### src/rtl/fpc_pkg.sv
package fpc_pkg;
  typedef enum logic [1:0] {CMD_IDLE, CMD_WRITE, CMD_READ, CMD_HOLD} cmd_e;
  typedef enum logic [1:0] {AK_FIFO, AK_BYP, AK_OFF, AK_NONE} addr_kind_e;

  function automatic addr_kind_e addr_kind(input logic [2:0] a);
    if (a[2])      return AK_OFF;
    else if (a[1]) return AK_NONE;
    else if (a[0]) return AK_BYP;
    else           return AK_FIFO;
  endfunction
endpackage

### src/rtl/fpc_cmd_decode.sv
module fpc_cmd_decode
  import fpc_pkg::*;
(
  input  logic cs_ni,
  input  logic rw_i,
  input  logic en_ni,
  input  logic bus_drv_i,
  output cmd_e cmd_o,
  output logic wr_err_o
);
  always_comb begin
    cmd_o    = CMD_IDLE;
    wr_err_o = 1'b0;
    if (!cs_ni) begin
      if (rw_i) begin
        cmd_o = en_ni ? CMD_HOLD : CMD_READ;
      end else if (!en_ni) begin
        // write right after a driving cycle is refused
        if (bus_drv_i) wr_err_o = 1'b1;
        else           cmd_o    = CMD_WRITE;
      end
    end
  end
endmodule

### src/rtl/fpc_offset_bank.sv
module fpc_offset_bank #(
  parameter int OFF_W   = 9,
  parameter int NUM     = 4,
  parameter int RST_VAL = 8
) (
  input  logic                   clk_i,
  input  logic                   rst_ni,
  input  logic                   wr_en_i,
  input  logic [$clog2(NUM)-1:0] sel_i,
  input  logic [OFF_W-1:0]       wdata_i,
  output logic [NUM*OFF_W-1:0]   off_o,
  output logic [OFF_W-1:0]       rd_o
);
  localparam int SEL_W = $clog2(NUM);

  for (genvar g = 0; g < NUM; g++) begin : g_off
    logic [OFF_W-1:0] q;
    always_ff @(posedge clk_i or negedge rst_ni) begin
      if (!rst_ni)                                   q <= OFF_W'(RST_VAL);
      else if (wr_en_i && sel_i == SEL_W'(g))        q <= wdata_i;
    end
    assign off_o[g*OFF_W +: OFF_W] = q;
  end

  assign rd_o = off_o[sel_i*OFF_W +: OFF_W];
endmodule

### src/rtl/fpc_out_path.sv
module fpc_out_path
  import fpc_pkg::*;
#(
  parameter int DATA_W = 18,
  parameter int OFF_W  = 9
) (
  input  logic              clk_i,
  input  logic              rst_ni,
  input  logic              load_i,
  input  addr_kind_e        kind_i,
  input  logic [DATA_W-1:0] fifo_i,
  input  logic [DATA_W-1:0] byp_i,
  input  logic [OFF_W-1:0]  off_i,
  input  logic              cs_ni,
  input  logic              oe_ni,
  input  logic              rw_i,
  output logic [DATA_W-1:0] data_o,
  output logic              drive_o
);
  logic              rw_q;
  logic [DATA_W-1:0] out_q;
  logic [DATA_W-1:0] src;

  always_comb begin
    unique case (kind_i)
      AK_FIFO: src = fifo_i;
      AK_BYP:  src = byp_i;
      AK_OFF:  src = DATA_W'(off_i);
      default: src = out_q;
    endcase
  end

  always_ff @(posedge clk_i or negedge rst_ni) begin
    if (!rst_ni) begin
      rw_q  <= 1'b0;
      out_q <= '0;
    end else begin
      rw_q <= rw_i;
      if (load_i) out_q <= src;
    end
  end

  assign data_o  = out_q;
  assign drive_o = !cs_ni && !oe_ni && rw_q;
endmodule

### src/rtl/fifo_port_ctrl.sv
module fifo_port_ctrl
  import fpc_pkg::*;
#(
  parameter int DATA_W  = 18,
  parameter int OFF_W   = 9,
  parameter int OFF_RST = 8
) (
  input  logic                clk_i,
  input  logic                rst_ni,
  input  logic                cs_ni,
  input  logic                rw_i,
  input  logic                en_ni,
  input  logic                oe_ni,
  input  logic [2:0]          addr_i,
  input  logic [DATA_W-1:0]   bus_i,
  output logic [DATA_W-1:0]   bus_o,
  output logic                bus_oe_o,
  input  logic                ob_full_i,
  output logic                ob_wr_o,
  output logic                byp_wr_o,
  output logic [DATA_W-1:0]   wdata_o,
  input  logic [DATA_W-1:0]   ib_rdata_i,
  output logic                ib_rd_o,
  input  logic [DATA_W-1:0]   byp_rdata_i,
  output logic [4*OFF_W-1:0]  offsets_o,
  output logic                err_o
);
  localparam int NUM_OFF = 4;
  localparam int SEL_W   = $clog2(NUM_OFF);

  cmd_e             cmd;
  addr_kind_e       kind;
  logic             wr_refused;
  logic [OFF_W-1:0] off_rd;
  logic [DATA_W-1:0] in_q;
  logic             ob_wr_q, byp_wr_q, err_q;

  assign kind = addr_kind(addr_i);

  fpc_cmd_decode u_dec (
    .cs_ni     (cs_ni),
    .rw_i      (rw_i),
    .en_ni     (en_ni),
    .bus_drv_i (bus_oe_o),
    .cmd_o     (cmd),
    .wr_err_o  (wr_refused)
  );

  fpc_offset_bank #(
    .OFF_W   (OFF_W),
    .NUM     (NUM_OFF),
    .RST_VAL (OFF_RST)
  ) u_off (
    .clk_i   (clk_i),
    .rst_ni  (rst_ni),
    .wr_en_i (cmd == CMD_WRITE && kind == AK_OFF),
    .sel_i   (addr_i[SEL_W-1:0]),
    .wdata_i (bus_i[OFF_W-1:0]),
    .off_o   (offsets_o),
    .rd_o    (off_rd)
  );

  fpc_out_path #(
    .DATA_W (DATA_W),
    .OFF_W  (OFF_W)
  ) u_out (
    .clk_i   (clk_i),
    .rst_ni  (rst_ni),
    .load_i  (cmd == CMD_READ && kind != AK_NONE),
    .kind_i  (kind),
    .fifo_i  (ib_rdata_i),
    .byp_i   (byp_rdata_i),
    .off_i   (off_rd),
    .cs_ni   (cs_ni),
    .oe_ni   (oe_ni),
    .rw_i    (rw_i),
    .data_o  (bus_o),
    .drive_o (bus_oe_o)
  );

  always_ff @(posedge clk_i or negedge rst_ni) begin
    if (!rst_ni) begin
      in_q     <= '0;
      ob_wr_q  <= 1'b0;
      byp_wr_q <= 1'b0;
      err_q    <= 1'b0;
    end else begin
      if (cmd == CMD_WRITE) in_q <= bus_i;
      ob_wr_q  <= cmd == CMD_WRITE && kind == AK_FIFO && !ob_full_i;
      byp_wr_q <= cmd == CMD_WRITE && kind == AK_BYP;
      err_q    <= wr_refused;
    end
  end

  assign wdata_o  = in_q;
  assign ob_wr_o  = ob_wr_q;
  assign byp_wr_o = byp_wr_q;
  assign err_o    = err_q;
  assign ib_rd_o  = cmd == CMD_READ && kind == AK_FIFO;
endmodule

### config.mk
export PLATFORM = sky130hd
export DESIGN_NAME = fifo_port_ctrl
export DESIGN_NICKNAME = d
export VERILOG_FILES = /design/src/rtl/fpc_pkg.sv /design/src/rtl/fpc_cmd_decode.sv /design/src/rtl/fpc_offset_bank.sv /design/src/rtl/fpc_out_path.sv /design/src/rtl/fifo_port_ctrl.sv
export SDC_FILE = /design/constraint.sdc
export NUM_CORES = 1
export LEC_CHECK = 0
export CAP_MARGIN = 25
export CORE_ASPECT_RATIO = 1.4
export CORE_UTILIZATION = 59
export DETAILED_ROUTE_END_ITERATION = 6
export DONT_BUFFER_PORTS = 1
export PLACE_DENSITY = 0.85
export SLEW_MARGIN = 10
export SYNTH_ARGS = -nofsm -noshare
export SYNTH_HDL_FRONTEND = slang
export SYNTH_SLANG_ARGS = --single-unit
### constraint.sdc
create_clock -name clk_i -period 3.75 [get_ports clk_i]
set_input_delay 0.1875 -clock clk_i [delete_from_list [all_inputs] [get_ports clk_i]]
set_output_delay 0.1875 -clock clk_i [all_outputs]
set_load 0.01 [all_outputs]
======== Yosys cells after proc, flatten, opt, wreduce, memory -nomap -nowiden ========
Index checks and enable logic that the tools add are counted.
operators by class
  multiplexer cells ....................... 13
  reductions and logical operators ........ 19
  multipliers ............................. 1
  shifts and indexed selects .............. 1
  eq/ne operators ......................... 8
operators by type and width
  kind                                                                count
  18-bit one-hot mux with 3 select lines                              1
  36-bit by 7-bit variable part select with 9-bit output              1
  1-bit logical AND                                                   12
  2-bit two-way mux                                                   5
  2-bit == test, second input constant                                4
  1-bit two-way mux                                                   7
  2-bit by 1-bit == test with 1-bit output, second input constant     3
  2-bit by 4-bit multiplier with 6-bit output, second input constant  1
  2-bit zero test                                                     2
  1-bit zero test                                                     3
  3-bit nonzero test                                                  1
  2-bit != test, second input constant                                1
  2-bit AND reduction                                                 1
word-level totals
  bits in registers ....................... 76
  input bits .............................. 64
  logic and storage cells ................. 52
  output and inout port bits .............. 77

======== Longest topological paths before layout ========
Gate-level depths: netlist of run 1.
  depth after elaboration ................. 10
  mapped depth ............................ 9
  mapped depth without buffers ............ 6

======== Hierarchy ========
From an unflattened synthesis of run 1, not the netlist that was laid out.
second synthesis, totals
  cells, all modules ...................... 246
  area, all modules ....................... 3,613.5 µm²
by module, submodules not included
  module           area an instance (µm²)  times used  cells each
  fpc_offset_bank  1,634.1                 1           88
  fpc_out_path     1,028.5                 1           100
  fifo_port_ctrl   917.1                   1           53
  fpc_cmd_decode   33.8                    1           5

======== Worst setup path after synthesis of run 1 ========
OpenSTA, ideal clock, no wires.
  path kind ............................... input port to flip-flop
  start ................................... input port addr_i[1]
  end ..................................... register u_out.out_q[8] (netlist: u_out.data_o[8])
  data required time ...................... 3.668 ns
  path slack .............................. 1.744 ns
  data arrival time ....................... 1.924 ns
  cell stages on the path ................. 9
  setup time .............................. 0.082 ns
  path through ............................ buf_2 nor2_1 or2_2 ha_1 clkbuf_1 buf_2 buf_2 a31oi_1 a31oi_1
on the way
  longest elaborated chain between the ends .. 5
RTL lines
  element                                                                              RTL line              source
  start, declared                                                                      fifo_port_ctrl.sv:14  input logic [2:0] addr_i,
  branches (longest 5 deep; another with 2-bit by 4-bit multiplier with 6-bit output)  --
  end signal, assigned                                                                 fpc_out_path.sv:39    if (load_i) out_q <= src;
  end, declared                                                                        fpc_out_path.sv:21    logic [DATA_W-1:0] out_q;
Several ways; the timed one is not identified.
A chain may end at the register's enable or synchronous reset.

======== Final worst setup path of run 1 ========
  start ................................... input port addr_i[0]
  end ..................................... register u_off.g_off[3].q[6]
on the way
  longest elaborated chain between the ends .. 6
RTL lines
  element                RTL line               source
  1-bit two-way mux      fpc_pkg.sv:8           else if (a[0]) return AK_BYP;
  2-bit two-way mux      fpc_pkg.sv:7           else if (a[1]) return AK_NONE;
  2-bit two-way mux      fpc_pkg.sv:6           if (a[2]) return AK_OFF;
  2-bit == test          fifo_port_ctrl.sv:56   .wr_en_i (cmd == CMD_WRITE && kind == AK_OFF),
  1-bit logical AND      fifo_port_ctrl.sv:56
  1-bit logical AND (*)  fpc_offset_bank.sv:20  else if (wr_en_i && sel_i == SEL_W'(g)) q <= wdata_i;
  end signal, assigned   fpc_offset_bank.sv:19  if (!rst_ni) q <= OFF_W'(RST_VAL);
  end signal, assigned   fpc_offset_bank.sv:20
  end, declared          fpc_offset_bank.sv:17  logic [OFF_W-1:0] q;
Mark *: on every way between the ends. The rest lies on a longest branch, timed or not.

==> impl_metrics.env, run 1 <==
export IMPL_cts_sinks=76
export IMPL_relSlewSlack_pct=43.5
export IMPL_cp_start_kind="input pin"
export IMPL_drcViolationCount=0
export IMPL_p_sw_w=0.000630
export IMPL_wl_per_cell_um=23.2
export IMPL_fillCellCount=402
export IMPL_finalSetupTns_ns=0
export IMPL_cp_slowest_cell="and4_2"
export IMPL_drt_initial_drc_count=72
export IMPL_fp_dieW_um=67.3
export IMPL_internal_power_w=0.00155
export IMPL_p_leak_nw=1.73
export IMPL_global_route_usage_total_pct=27.6
export IMPL_critPathCaptureType="register"
export IMPL_die_h_um=93.4
export IMPL_drv_slew=0
export IMPL_dpl_hpwl_um=5440
export IMPL_fin_worst_skew_ns=0.00899
export IMPL_power_density_nw_per_um2=548
export IMPL_layout_drive_gt1_share_pct=34.2
export IMPL_synth_fp_nets=341
export IMPL_fin_util_pct=70.5
export IMPL_multi_input_area_um2=1510
export IMPL_die_area_um2=6280
export IMPL_seq_power_share_pct=54.5
export IMPL_worstPathArrival_ns=1.83
export IMPL_grt_max_degree=77
export IMPL_tightest_slew_ns=0.847
export IMPL_max_freq_mhz=625
export IMPL_path_cells="nor2_1, or2_2, ha_1, nor4b_4, and4_2, mux2_2"
export IMPL_core_area_um2=5650
export IMPL_cts_resized_gates=0
export IMPL_holdBufCountCts=22
export IMPL_yosysSeqAreaShare_pct=54.2
export IMPL_critPathKind="input pin to register"
export IMPL_status="finished, final reports clean"
export IMPL_ant_nets=0
export IMPL_place_gp_congestion=0.807
export IMPL_cts_setup_buffers=0
export IMPL_yosysWarnings=0
export IMPL_rsz0062_at_grt="no"
export IMPL_overflow=0
export IMPL_io_buffer_count=0
export IMPL_final_area_um2=3980
export IMPL_synth_distinct_cells=25
export IMPL_hold_path_class="input pin to register"
export IMPL_crit_fanout=9
export IMPL_insertion_delay_ns=0.35
export IMPL_cts_root_buf="clkbuf_8"
export IMPL_place_area_um2=3520
export IMPL_hold_violations=0
export IMPL_dp_slack_ns=1.76
export IMPL_final_cell_mix="mux2_2 (72), dfrtp_1 (72), a31oi_1 (27), a21oi_1 (27), dlygate4sd3_1 (21)"
export IMPL_required_ns=3.98
export IMPL_total_power_w=0.00218
export IMPL_grt_pass1_wl_um=12200
export IMPL_cts_made_buffers=9
export IMPL_syn_to_final_growth_pct=13.1
export IMPL_cap_violations=0
export IMPL_seqCellArea_um2=1910
export IMPL_clkPwrFrac_pct=31.2
export IMPL_syn_avg_cell_area_um2=12.8
export IMPL_period_needed_ns=1.60
export IMPL_netSwitchingFraction_pct=28.9
export IMPL_syn_inst=274
export IMPL_clkTransAtPathRegs_ns=0.07
export IMPL_netlist_area_um2=3520
export IMPL_antenna_found_initial=0
export IMPL_vias=2360
export IMPL_first_global_vias=2374
export IMPL_fin_nets=357
export IMPL_r2r_setup_slack_ns=2.17
export IMPL_initial_core_util_pct=62.3
export IMPL_synthFlopType="dfrtp_1"
export IMPL_fp_row_count=32
export IMPL_dr_pass1_iters=6
export IMPL_setup_violations=0
export IMPL_viasPerCell=6.50
export IMPL_ioPinCount=141
export IMPL_combPwrFrac_pct=14.4
export IMPL_antenna_cells=0
export IMPL_period_share_pct=42.7
export IMPL_synth_edf_count=0
export IMPL_async_reset_ff_share_pct=100
export IMPL_setup_ws_ns=2.15
export IMPL_cts_tree="done"
export IMPL_htreeDepth=3
export IMPL_critical_path_max_stage_delay_ns=0.45
export IMPL_ir_drop_v=0.000374
export IMPL_ys_ff_latch=76
export IMPL_clockBufferDepth=2
export IMPL_finalWirelength_um=8420
==> worst max-delay path: cells and delay by family <==
family | cells | cell delay [ns]
mux | 1 | 0.38
fa+ha+maj | 1 | 0.19
simple gates | 4 | 1.07
==> kinds of logic (layout without fill, tap and decap cells) <==
family	count (synthesis)	in the layout	synth area share, %
buffers and inverters	21	42	3.09
adders and majority gates	3	3	1.07
and+or+nand+nor	39	39	8.04
DFF	76	76	54.2
AOI/OAI and AO/OA	63	63	10.6
muxes	72	72	23.0
==> layer usage <==
| metal | routed length [µm] | GRT usage [%] |
|---|---|---|
| met5 | 0 | 0 |
| met4 | 149 | 12.1 |
| met3 | 569 | 7.93 |
| met2 | 4590 | 48.1 |
| met1 | 3120 | 30.3 |
==> synth_stat cells, drive strengths merged (2+ instances only) <==
cell type | instances | area, µm²
dfrtp | 72 | 1800
mux2 | 72 | 811
a21oi | 27 | 135
a31oi | 27 | 169
nor2b | 19 | 119
buf | 14 | 82.6
a22oi | 9 | 67.6
clkbuf | 5 | 18.8
dfstp | 4 | 105
ha | 3 | 37.5
nor2 | 3 | 11.3
and2 | 2 | 12.5
and3 | 2 | 12.5
inv | 2 | 7.51
nand2b | 2 | 12.5
nand4b | 2 | 30.0
nor3b | 2 | 15.0
==> power by group through the flow <==
stage	clock [W]	combinational, W	sequential (W)
after floorplan	0	0.000240	0.00115
after global placement	0	0.000256	0.00120
after detailed placement	0	0.000274	0.00120
after CTS	0.000689	0.000315	0.00119
after global routing	0.000717	0.000346	0.00120
final	0.000680	0.000313	0.00119
==> stage by stage <==
stage	cells	hold WS, ns
finish	363	0.0477
global route	363	0.0525
detailed placement	325	-0.107
CTS	363	0.0364
floorplan	274	-0.108
global placement	325	-0.107
==> area by class of cell <==
class,instances,area share [%]
tap,68,2.14
multi-input combinational,177,37.9
clock inverter,4,1.82
clock buffer,12,3.65
inverter,2,0.189
timing repair buffer,24,6.35
sequential,76,47.9
==> registers in the layout, indices dropped and copies added, names as in the netlist <==
| register | flops |
|---|---|
| byp_wr_o | 1 |
| err_o | 1 |
| ob_wr_o | 1 |
| u_off.g_off.q | 36 |
| u_out.data_o | 18 |
| u_out.rw_q | 1 |
| wdata_o | 18 |
==> worst paths after layout <==
check / startpoint / end / depth (start not counted)
setup / recovery: addr_i[0] / u_off.g_off[3].q[6] / 6
setup reg to reg: u_out.rw_q / u_off.g_off[3].q[6] / 3
hold reg to reg: wdata_o[5] / wdata_o[5] / 1
min in group asynchronous: rst_ni / u_off.g_off[2].q[8] / 2
max in group asynchronous: rst_ni / u_off.g_off[3].q[3] / 2
hold / removal: rw_i / err_o / 2
Note: power is estimated with default switching activity, not from simulation.
==> run 2: changes to the inputs <==
Settings changed: CORE_UTILIZATION 59 to 57.
Clock period 3.75 ns to 1.4 ns, I/O delays scaled along.
==> impl_metrics.env, run 2 (synthesized netlist as in run 1, its figures left out) <==
export IMPL_grt_pass1_wl_um=13100
export IMPL_final_cell_mix="dfrtp_1 (72), mux2_2 (64), dlygate4sd3_1 (37)"
export IMPL_path_cells="nand2b_4, buf_4, nand3_2, buf_4, mux2_2"
export IMPL_critical_path_max_stage_delay_ns=0.37
export IMPL_die_area_um2=6500
export IMPL_syn_to_final_growth_pct=24.4
export IMPL_total_power_w=0.00574
export IMPL_cts_setup_buffers=0
export IMPL_fillCellCount=395
export IMPL_fin_cells=404
export IMPL_max_freq_mhz=741
export IMPL_vias=2492
export IMPL_layout_drive_gt1_share_pct=38.6
export IMPL_netSwitchingFraction_pct=29.8
export IMPL_critPathKind="register to register"
export IMPL_tightest_slew_ns=0.361
export IMPL_r2r_cells=5
export IMPL_p_sw_w=0.00171
export IMPL_seq_power_share_pct=55.4
export IMPL_cp_slowest_cell="dfrtp_1"
export IMPL_clkTransAtPathRegs_ns=0.08
export IMPL_p_leak_nw=1.93
export IMPL_largest_register_ffs=36
export IMPL_power_density_nw_per_um2=1310
export IMPL_violations="hold timing"
export IMPL_drcViolationCount=0
export IMPL_overflow=0
export IMPL_drv_slew=0
export IMPL_viasPerCell=6.17
export IMPL_io_buffer_count=0
export IMPL_finalWirelength_um=8720
export IMPL_fin_util_pct=74.1
export IMPL_cp_start_kind="register"
export IMPL_hold_path_class="input pin to async pin"
export IMPL_clockBufferDepth=2
export IMPL_fin_nets=396
export IMPL_hold_violations=76
export IMPL_htreeDepth=3
export IMPL_worstPathArrival_ns=1.58
export IMPL_drt_initial_drc_count=101
export IMPL_ant_nets=0
export IMPL_dpl_hpwl_um=5830
export IMPL_cap_violations=0
export IMPL_r2r_setup_slack_ns=0.05
export IMPL_fin_worst_skew_ns=0.0102
export IMPL_ir_drop_v=0.000960
export IMPL_internal_power_w=0.00403
export IMPL_relSlewSlack_pct=76.0
export IMPL_required_ns=1.63
export IMPL_period_needed_ns=1.35
export IMPL_antenna_cells=0
export IMPL_crit_fanout=8
export IMPL_first_global_vias=2584
export IMPL_dr_pass1_iters=4
export IMPL_insertion_delay_ns=0.34
export IMPL_setup_violations=0
export IMPL_fp_row_count=33
export IMPL_grt_max_degree=77
export IMPL_holdWs_ns=-0.587
export IMPL_dp_cells=351
export IMPL_wl_per_cell_um=21.6
export IMPL_status="finished, violations left"
export IMPL_global_route_usage_total_pct=28.6
export IMPL_critPathCaptureType="register"
export IMPL_clkPwrFrac_pct=28.3
export IMPL_final_area_um2=4380
export IMPL_die_h_um=95.0
export IMPL_cts_made_buffers=9
export IMPL_core_area_um2=5900
export IMPL_combPwrFrac_pct=16.4
export IMPL_ioPinCount=141
export IMPL_r2r_start="u_out.rw_q"
export IMPL_rr_endpoint="u_off.g_off[0].q[1]"
export IMPL_cts_root_buf="clkbuf_8"
export IMPL_final_common_cell="dfrtp_1"
export IMPL_cts_tree="done"
export IMPL_antenna_found_initial=0
export IMPL_initial_core_util_pct=59.6
export IMPL_place_area_um2=3800
export IMPL_place_gp_congestion=0.784
export IMPL_cts_sinks=76
export IMPL_period_share_pct=96.4
export IMPL_largest_register="u_off.g_off.q"
export IMPL_crit_top_cell="buf_4"
export IMPL_fp_dieW_um=68.4
==> run 2: worst max path at each step <==
stage / startpoint / end / slack, ns / cells after the start
2_1_floorplan: addr_i[1] / u_off.g_off[3].q[0] / -0.27 / 8
3_3_place_gp: addr_i[1] / u_off.g_off[3].q[7] / -0.16 / 6
3_5_place_dp: addr_i[1] / u_off.g_off[3].q[4] / -0.23 / 6
4_1_cts: u_out.rw_q / u_off.g_off[1].q[1] / 0.008 / 5
5_1_grt: en_ni / byp_wr_o / -0.02 / 4
6_report: u_out.rw_q / u_off.g_off[0].q[1] / 0.05 / 5
==> run 2: per-layer routing <==
layer	wire length [µm]	share of wire [%]	up-vias	GRT usage (%)
met5	0	0	-	0
met4	108	1.2	0	9.20
met3	618	7.1	11	7.73
met2	4720	54	112	50.6
met1	3270	37	1249	32.4
li1	-	-	1120	-
==> run 2: stage by stage <==
step	hold slack, ns	TNS [ns]	worst slack (ns)
floorplan	-0.226	-9.84	-0.270
global placement	-0.224	-3.50	-0.158
detailed placement	-0.224	-5.92	-0.231
CTS	-0.603	0	0.00814
global route	-0.607	-0.0171	-0.0171
finish	-0.587	0	0.0500
==> run 2: worst max-delay path, delay by kind of cell (launching register included) <==
family,cells,cell delay (ns)
flops,1,0.37
simple gates,2,0.18
buf+inv,2,0.34
mux,1,0.35
==> run 2: final cells by class <==
class                      instances  area, µm²  area share (%)
clock inverter                     6       66.3            1.52
sequential                        76       1910            43.6
clock buffer                      10        128            2.92
timing repair buffer              63        607            13.9
multi-input combinational        177       1570            36.0
tap                               70       87.6            2.00
inverter                           2       7.51           0.172
==> run 2: what timing repair did <==
| action | in CTS | in global routing |
|---|---|---|
| resized for setup | 1 | 3 |
| setup endpoints to repair | 27 | 18 |
| hold buffers | 36 | 1 |
| hold endpoints to repair | 148 | 77 |
==> run 2: power groups by stage <==
stage          Combinational [W]  Clock (W)  Sequential [W]
2_1_floorplan           0.000689          0         0.00309
3_5_place_dp            0.000836          0         0.00322
3_3_place_gp            0.000792          0         0.00320
5_1_grt                  0.00104    0.00175         0.00324
6_report                0.000942    0.00162         0.00318
4_1_cts                 0.000938    0.00166         0.00318
==> run 3: changes to the inputs <==
Settings changed: CORE_MARGIN from default to 1, PLACE_DENSITY 0.85 to 0.77.
==> impl_metrics.env, run 3 (synthesized netlist as in run 1, its figures left out) <==
export IMPL_drt_initial_drc_count=145
export IMPL_wl_per_cell_um=20.9
export IMPL_seqCellArea_um2=1910
export IMPL_antenna_cells=0
export IMPL_cap_violations=0
export IMPL_fp_dieW_um=68.4
export IMPL_place_area_um2=3740
export IMPL_dp_cells=345
export IMPL_fin_worst_skew_ns=0.00910
export IMPL_hold_path_class="input pin to async pin"
export IMPL_layout_drive_gt1_share_pct=36.4
export IMPL_dpl_hpwl_um=5550
export IMPL_drcViolationCount=0
export IMPL_antenna_found_initial=0
export IMPL_vias=2419
export IMPL_fillCellCount=403
export IMPL_core_area_um2=5900
export IMPL_global_route_usage_total_pct=26.9
export IMPL_ioPinCount=141
export IMPL_grt_max_degree=77
export IMPL_grt_pass1_wl_um=12400
export IMPL_rsz0062_at_grt="yes"
export IMPL_final_common_cell="dfrtp_1"
export IMPL_max_freq_mhz=707
export IMPL_initial_core_util_pct=59.6
export IMPL_die_area_um2=6500
export IMPL_io_buffer_count=0
export IMPL_fin_nets=392
export IMPL_clkTransAtPathRegs_ns=0.07
export IMPL_cts_root_buf="clkbuf_8"
export IMPL_status="finished, violations left"
export IMPL_first_global_vias=2428
export IMPL_hold_violations=76
export IMPL_cts_made_buffers=9
export IMPL_holdBufCountCts=39
export IMPL_largest_register="u_off.g_off.q"
export IMPL_largest_register_ffs=36
export IMPL_ant_nets=0
export IMPL_dr_pass1_iters=6
export IMPL_cp_start_kind="input pin"
export IMPL_drv_slew=0
export IMPL_relSlewSlack_pct=77.7
export IMPL_tightest_slew_ns=0.334
export IMPL_violations="hold timing, setup timing"
export IMPL_cts_sinks=76
export IMPL_period_needed_ns=1.41
export IMPL_period_share_pct=101
export IMPL_setup_violations=1
export IMPL_r2r_cells=5
export IMPL_finalWirelength_um=8360
export IMPL_required_ns=1.69
export IMPL_rr_endpoint="u_off.g_off[2].q[8]"
export IMPL_insertion_delay_ns=0.35
export IMPL_place_gp_congestion=0.756
export IMPL_clockBufferDepth=2
export IMPL_p_leak_nw=1.90
export IMPL_r2r_setup_slack_ns=0.06
export IMPL_r2r_start="u_out.rw_q"
export IMPL_worstPathArrival_ns=1.70
export IMPL_fp_row_count=33
export IMPL_power_density_nw_per_um2=1320
export IMPL_critPathKind="input pin to register"
export IMPL_crit_fanout=3
export IMPL_final_area_um2=4330
export IMPL_holdWs_ns=-0.592
export IMPL_cts_setup_buffers=0
export IMPL_fin_cells=400
export IMPL_cts_tree="done"
export IMPL_ir_drop_v=0.000858
export IMPL_die_h_um=95.0
export IMPL_final_cell_mix="dfrtp_1 (72), mux2_2 (64), dlygate4sd3_1 (39)"
export IMPL_overflow=0
export IMPL_setup_ws_ns=-0.0141
export IMPL_htreeDepth=3
export IMPL_multi_input_area_um2=1570
export IMPL_critPathCaptureType="register"
export IMPL_syn_to_final_growth_pct=23.0
export IMPL_fin_util_pct=73.3
export IMPL_viasPerCell=6.05
==> run 3: cell types whose count changed in the layout (fill, tap and decap cells not counted) <==
cell	before	now
buf_12	3	2
buf_4	22	18
buf_6	1	0
clkbuf_1	1	4
clkbuf_8	9	10
clkinv_4	1	0
clkinvlp_4	3	0
dlygate4sd3_1	37	39
==> run 3: stage by stage <==
step                      TNS, ns  setup WS [ns]  power (W)
after detailed placement    -5.26         -0.138    0.00401
final                     -0.0141        -0.0141    0.00570
after floorplan             -9.84         -0.270    0.00378
after global routing      -0.0659        -0.0498    0.00600
after global placement      -3.00        -0.0996    0.00397
after CTS                       0         0.0412    0.00572
==> run 3: routing by layer <==
layer / vias to the layer above / routed length [µm] / GRT usage, %
met3: 16 / 660 / 9.90
li1: 1110 / - / -
met4: 0 / 179 / 12.7
met2: 99 / 4200 / 44.3
met5: - / 0 / 0
met1: 1194 / 3320 / 30.2
==> run 3: where the power goes <==
part	switching (W)	total, W	internal (W)
logic	0.000342	0.000898	0.000555
clock network	0.000746	0.00162	0.000873
registers	0.000556	0.00319	0.00263
==> run 3: what timing repair did <==
item | 4_1_cts | 5_1_grt
hold endpoints to repair | 151 | 76
setup endpoints to repair | 0 | 25
resized for setup | 0 | 2
==> run 3: worst max-delay path: stages <==
cell,delay [ns]
dlygate4sd3_1,0.56
nor3_2,0.27
dlygate4sd3_1,0.64
and3_1,0.16
==> run 3: worst max path at each step <==
stage / from / cells past startpoint / endpoint
CTS: u_out.rw_q / 5 / u_off.g_off[2].q[8]
detailed placement: addr_i[1] / 8 / u_off.g_off[2].q[8]
finish: en_ni / 4 / byp_wr_o
floorplan: addr_i[1] / 8 / u_off.g_off[3].q[0]
global route: en_ni / 4 / byp_wr_o
global placement: addr_i[1] / 8 / u_off.g_off[2].q[4]
==> run 3: layout make-up <==
| type | instances | share of cell area (%) |
|---|---|---|
| flip-flops and latches | 76 | 44.0 |
| multi-input cells | 177 | 36.4 |
| repair buffers | 59 | 13.1 |
| clock buffers | 14 | 3.53 |
| well taps | 70 | 2.02 |
| clock inverters | 2 | 0.809 |
| inverters | 2 | 0.173 |
